File: src/rtl/hms12_pkg.sv
package hms12_pkg;
  localparam int SEC_W = 6;
  localparam int MIN_W = 6;
  localparam int HR_W  = 4;
  localparam int SEG_W = 7;
  localparam int DISP_W = 2 * SEG_W;
  localparam int LAST_SM = 59;
  localparam int LAST_HR = 12;

  function automatic logic [SEG_W-1:0] digit_seg(input logic [3:0] d);
    logic [SEG_W-1:0] s;
    case (d)
      4'd0: s = 7'b0111111;
      4'd1: s = 7'b0000110;
      4'd2: s = 7'b1011011;
      4'd3: s = 7'b1001111;
      4'd4: s = 7'b1100110;
      4'd5: s = 7'b1101101;
      4'd6: s = 7'b1111101;
      4'd7: s = 7'b0000111;
      4'd8: s = 7'b1111111;
      4'd9: s = 7'b1101111;
      default: s = 7'b0000000;
    endcase
    return s;
  endfunction
endpackage

File: src/rtl/hms12_tick.sv
module hms12_tick #(
  parameter int DIV_W = 25
) (
  input  logic clk,
  input  logic rst,
  output logic tick
);
  localparam int TOP = DIV_W - 1;

  logic [DIV_W-1:0] div_q;
  logic             top_q;

  always_ff @(posedge clk) begin
    if (rst) begin
      div_q <= '0;
      top_q <= 1'b0;
    end else begin
      div_q <= div_q + 1'b1;
      top_q <= div_q[TOP];
    end
  end

  assign tick = div_q[TOP] & ~top_q;

  assert_tick_single_R2: assert property (@(posedge clk) disable iff (rst)
    tick |=> !tick);
endmodule

File: src/rtl/hms12_core.sv
module hms12_core
  import hms12_pkg::*;
(
  input  logic             clk,
  input  logic             rst,
  input  logic             tick,
  input  logic             min_step,
  input  logic             hour_step,
  output logic [SEC_W-1:0] sec_q,
  output logic [MIN_W-1:0] min_q,
  output logic [HR_W-1:0]  hr_q
);
  localparam logic [SEC_W-1:0] SEC_LAST = SEC_W'(LAST_SM);
  localparam logic [MIN_W-1:0] MIN_LAST = MIN_W'(LAST_SM);
  localparam logic [HR_W-1:0]  HR_LAST  = HR_W'(LAST_HR);

  logic sec_wrap, min_carry, hr_carry, min_adv, hr_adv;

  assign sec_wrap  = tick && (sec_q == SEC_LAST);
  assign min_carry = sec_wrap;
  assign hr_carry  = sec_wrap && (min_q == MIN_LAST);
  // a set pulse and a carry in the same cycle merge into one advance
  assign min_adv   = min_step | min_carry;
  assign hr_adv    = hour_step | hr_carry;

  always_ff @(posedge clk) begin
    if (rst) begin
      sec_q <= '0;
      min_q <= '0;
      hr_q  <= HR_W'(1);
    end else begin
      if (tick)
        sec_q <= sec_wrap ? '0 : sec_q + 1'b1;
      if (min_adv)
        min_q <= (min_q == MIN_LAST) ? '0 : min_q + 1'b1;
      if (hr_adv)
        hr_q <= (hr_q == HR_LAST) ? HR_W'(1) : hr_q + 1'b1;
    end
  end

  assert_sec_range_R1: assert property (@(posedge clk) disable iff (rst)
    sec_q <= SEC_LAST);
  assert_sec_hold_R1: assert property (@(posedge clk) disable iff (rst)
    !tick |=> $stable(sec_q));
  assert_hr_range_R4: assert property (@(posedge clk) disable iff (rst)
    (hr_q >= HR_W'(1)) && (hr_q <= HR_LAST));
  assert_min_step_R5: assert property (@(posedge clk) disable iff (rst)
    (min_step && min_q == MIN_LAST && !hour_step && !hr_carry) |=>
      (min_q == '0) && $stable(hr_q));
  assert_hr_wrap_R6: assert property (@(posedge clk) disable iff (rst)
    (hour_step && hr_q == HR_LAST) |=> hr_q == HR_W'(1));
  assert_once_R7: assert property (@(posedge clk) disable iff (rst)
    (min_step && sec_wrap && min_q < MIN_W'(58)) |=> min_q == $past(min_q) + 1'b1);
endmodule

File: src/rtl/hms12_seg.sv
module hms12_seg
  import hms12_pkg::*;
#(
  parameter int VW = 6
) (
  input  logic [VW-1:0]     val,
  output logic [DISP_W-1:0] seg
);
  logic [6:0] wide, tens, units;

  always_comb begin
    wide  = 7'(val);
    tens  = wide / 7'd10;
    units = wide - tens * 7'd10;
    seg   = {digit_seg(tens[3:0]), digit_seg(units[3:0])};
  end

  always_comb begin
    if (wide < 7'd100)
      assert_units_lit_R9: assert (seg[SEG_W-1:0] != '0);
  end
endmodule

File: src/rtl/hms12_clock.sv
module hms12_clock
  import hms12_pkg::*;
#(
  parameter int DIV_W = 25
) (
  input  logic              clk,
  input  logic              rst,
  input  logic              min_step,
  input  logic              hour_step,
  output logic [SEC_W-1:0]  sec_bin,
  output logic [MIN_W-1:0]  min_bin,
  output logic [HR_W-1:0]   hr_bin,
  output logic [DISP_W-1:0] sec_seg,
  output logic [DISP_W-1:0] min_seg,
  output logic [DISP_W-1:0] hr_seg
);
  logic tick;

  hms12_tick #(.DIV_W(DIV_W)) tick_i (.clk(clk), .rst(rst), .tick(tick));

  hms12_core core_i (
    .clk(clk), .rst(rst), .tick(tick),
    .min_step(min_step), .hour_step(hour_step),
    .sec_q(sec_bin), .min_q(min_bin), .hr_q(hr_bin)
  );

  hms12_seg #(.VW(SEC_W)) seg_s_i (.val(sec_bin), .seg(sec_seg));
  hms12_seg #(.VW(MIN_W)) seg_m_i (.val(min_bin), .seg(min_seg));
  hms12_seg #(.VW(HR_W))  seg_h_i (.val(hr_bin),  .seg(hr_seg));
endmodule

File: config.mk
export PLATFORM = sky130hd
export DESIGN_NAME = hms12_clock
export DESIGN_NICKNAME = d
export VERILOG_FILES = /design/src/rtl/hms12_pkg.sv /design/src/rtl/hms12_tick.sv /design/src/rtl/hms12_core.sv /design/src/rtl/hms12_seg.sv /design/src/rtl/hms12_clock.sv
export SDC_FILE = /design/constraint.sdc
export NUM_CORES = 1
export LEC_CHECK = 0
export BUFFER_PORTS_ARGS = -buffer_cell sky130_fd_sc_hd__buf_4
export CORE_MARGIN = 3
export CORE_UTILIZATION = 35
export CTS_CLUSTER_DIAMETER = 200
export DETAILED_ROUTE_END_ITERATION = 8
export RECOVER_POWER = 25
export SLEW_MARGIN = 25
export SYNTH_ARGS = -nofsm -noshare
export SYNTH_HDL_FRONTEND = slang
export SYNTH_SLANG_ARGS = --single-unit
File: constraint.sdc
create_clock -name clk -period 4.18 [get_ports clk]
set_input_delay 0.209 -clock clk [delete_from_list [all_inputs] [get_ports clk]]
set_output_delay 0.209 -clock clk [all_outputs]
set_load 0.01 [all_outputs]
==> flow_metrics.py <==
metrics = {
    "status": {
        "status": "complete, no violations",
    },
    "layout": {
        "num-fill-cells": 961,
        "final_util_pct": 45.2,
        "area.growth.synth_to_final_pct": 24.3,
        "multi_input_area_um2": 2430,
        "layout.nets": 527,
        "diodes": 0,
        "regArea_um2": 851,
        "layout-drive-gt1-share_pct": 24.6,
    },
    "floorplan": {
        "core_um2": 9370,
        "fp.dieH_um": 105,
        "ios": 62,
        "dieArea_um2": 11000,
        "rows": 35,
        "die_x_um": 105,
        "start_util_pct": 36.4,
    },
    "global_route": {
        "grt_overflow": 0,
        "grt_pass1_wl_um": 12500,
        "grt_max_degree": 39,
        "grt_usage_pct": 13.1,
        "antenna_found_initial": 0,
        "first_global_vias": 2799,
    },
    "timing": {
        "setup_viol": 0,
        "worstMarginPinSlew_ns": 0.723,
        "final_hold_viol_count": 0,
        "slew_violations": 0,
        "post-route-period-util_pct": 94.5,
        "slew_headroom_pct": 51.6,
        "max_freq_mhz": 253,
        "period_needed_ns": 3.95,
        "clock-skew-final_ns": 0.00833,
    },
    "critical_path": {
        "crit_fanout": 6,
        "slowest_stage": "fa_2",
        "cpPeakStageDelay_ns": 0.48,
        "cp.arrival_ns": 3.74,
        "worstPathCellList": "inv_2, ha_4, nor2_2, nor3_1, a211o_1, a21oi_2, nor2_1, or2_2, inv_2, ha_1, nand2_1, a21o_1, ha_2, fa_2, buf_4, nand3_1, a2bb2oi_2, a311oi_2, o31ai_1, buf_4",
        "crit_required_ns": 3.97,
        "endpoint_kind": "output pin",
        "reg2reg_slack_ns": 1.83,
        "critPathLaunchType": "flop",
        "path_class": "reg2out",
    },
    "yosys": {
        "synth.avg_cell_area_um2": 8.22,
        "syn_area_um2": 3410,
        "async_reset_ff_share_pct": 0,
        "synth.distinct_cells": 67,
        "ys.flop_type": "dfxtp_1",
        "synth_seq_cells": 42,
        "synth_edf_count": 0,
        "syn_inst": 415,
        "yosys_warnings": 0,
        "yosysSeqAreaShare_pct": 24.6,
    },
    "route": {
        "post_drt_wl_per_cell_um": 11.9,
        "drt_pre_antenna_iters": 4,
        "drc": 0,
        "viasPerCell": 4.87,
        "drt_iter0_markers": 140,
        "totalWireLength_um": 7230,
        "via_count": 2961,
        "detail-route-antenna-nets": 0,
    },
    "power_and_ir_drop": {
        "finalPower_w": 0.000946,
        "powerDensity_nw_per_um2": 223,
        "p_leak_nw": 1.85,
        "ir_drop_mv": 0.193,
    },
    "clock_network": {
        "insertion_delay_ns": 0.29,
        "cts_tree": "yes",
        "cts_buffers": 5,
        "root_buffer": "clkbuf_8",
        "clk_pin_slew_ns": 0.08,
        "ctsHtreeMaxLevel": 2,
        "cts_hold_buf": 0,
        "cts_max_path_buffers": 2,
        "clock_sinks": 42,
    },
    "job": {
        "max_cap_viol_count": 0,
    },
    "hold_path": {
        "hp-class": "in2reg",
    },
    "place": {
        "place_congestion": 0.853,
        "io_buffer_count": 58,
        "dp_hpwl_um": 5400,
    },
}
==> layout make-up <==
cell class,count,share of cell area [%]
clock buffers,5,1.62
clock inverters,3,1.62
inverters,27,2.39
multi-input cells,326,57.2
flip-flops and latches,42,20.1
well taps,129,3.81
repair buffers,76,13.3
==> state kept, by name, summed over array words and instances, names as in the netlist <==
| register | count |
|---|---|
| tick_i.top_q | 1 |
| core_i.hr_q | 4 |
| tick_i.div_q | 25 |
| core_i.sec_q | 6 |
| core_i.min_q | 6 |
==> path summary, 6_finish.rpt <==
check,startpoint,to,depth (start not counted)
max,core_i.min_q[4],min_seg[0],20
min reg2reg,tick_i.div_q[0],tick_i.div_q[0],1
min,hour_step,core_i.hr_q[1],4
max reg2reg,core_i.sec_q[1],core_i.min_q[5],7
==> synthesized netlist by cell type, types with 7 or more instances <==
library cell / number / area share [%]
nor2_1: 44 / 4.8
xor2_1: 19 / 4.9
o21ai_0: 18 / 2.6
inv_1: 26 / 2.9
nand3_1: 10 / 1.5
a21oi_1: 26 / 3.8
nand2_1: 33 / 3.6
xnor2_1: 12 / 3.1
nand4_1: 7 / 1.3
nor2b_1: 9 / 1.7
dfxtp_1: 42 / 25
buf_4: 9 / 2.0
ha_1: 43 / 16
==> worst max-delay path, delay by kind of cell (launching register included) <==
kind / cells / cell delay [ns]
AOI/OAI and AO/OA: 6 / 0.95
buffers and inverters: 4 / 0.48
adders and majority gates: 4 / 1.05
DFF: 1 / 0.34
and+or+nand+nor: 6 / 0.62
==> power breakdown <==
group	total [W]	internal [W]	switching (W)	leakage (nW)
Sequential	0.000415	0.000406	0.00000891	0.342
Combinational	0.000146	0.0000673	0.0000791	1.44
Clock	0.000384	0.000239	0.000145	0.0683
Total	0.000946	0.000713	0.000233	1.85
==> per-layer routing <==
| metal | up-vias | track usage, % | part of all wire, % | routed length, µm |
|---|---|---|---|---|
| li1 | 1547 | - | - | - |
| met1 | 1363 | 16.2 | 48 | 3440 |
| met2 | 45 | 23.5 | 48 | 3490 |
| met3 | 6 | 2.35 | 3.2 | 232 |
| met4 | 0 | 3.09 | 0.89 | 64 |
| met5 | - | 0 | 0 | 0 |
==> cells by family after synthesis <==
family	Yosys count	share of synthesized area, %
multiplexers	6	1.80
AO/OA/AOI/OAI	88	18.5
adder cells (fa/ha/maj)	45	16.9
XOR/XNOR	32	8.43
buffers and inverters	48	6.38
other	2	0.220
flip-flops	42	24.6
AND/OR/NAND/NOR	152	23.1
==> per-stage QoR <==
stage | TNS (ns) | hold WS (ns) | cell area, µm² | std cells | setup WS [ns]
2_1_floorplan | 0 | 0.426 | 3420 | 416 | 0.0973
3_3_place_gp | 0 | 0.443 | 3970 | 592 | 0.235
3_5_place_dp | 0 | 0.449 | 3970 | 592 | 0.132
4_1_cts | 0 | 0.278 | 4160 | 606 | 0.0210
5_1_grt | -0.0155 | 0.322 | 4240 | 608 | -0.0155
6_report | 0 | 0.278 | 4240 | 608 | 0.232
==> repair_timing <==
| item | 4_1_cts | 5_1_grt |
|---|---|---|
| gates cloned | 0 | 0 |
| gates resized for setup | 4 | 22 |
| buffers inserted | 6 | 2 |
| setup endpoints to repair | 10 | 12 |
| pin swaps | 2 | 4 |
==> placed cells by master (no fill, tap or decap), types with 2 or more instances in the layout <==
master	netlist	routed
buf_4	9	74
nor2_1	44	43
ha_1	43	40
dfxtp_1	42	38
nand2_1	33	32
a21oi_1	26	25
inv_1	26	23
xor2_1	19	19
o21ai_0	18	18
xnor2_1	12	12
nand3_1	10	10
nor2b_1	9	8
nand4_1	7	7
o21ai_1	6	6
a31oi_1	6	6
and3_1	6	6
a21o_1	5	5
nor3_1	5	5
mux2i_1	5	5
or3_1	5	5
clkbuf_8	0	5
and4_1	4	4
inv_2	1	4
nand2b_1	6	4
nand2b_4	1	3
o22ai_1	3	3
o211ai_1	3	3
o31ai_1	3	3
and2_1	3	3
conb_1	2	3
a221oi_4	2	2
o21a_1	2	2
a21boi_0	2	2
and2_0	2	2
ha_2	0	2
bufinv_16	0	2
dfxtp_4	0	2
dfxtp_2	0	2
clkbuf_1	6	2
Note: power is estimated with default switching activity, not from simulation.
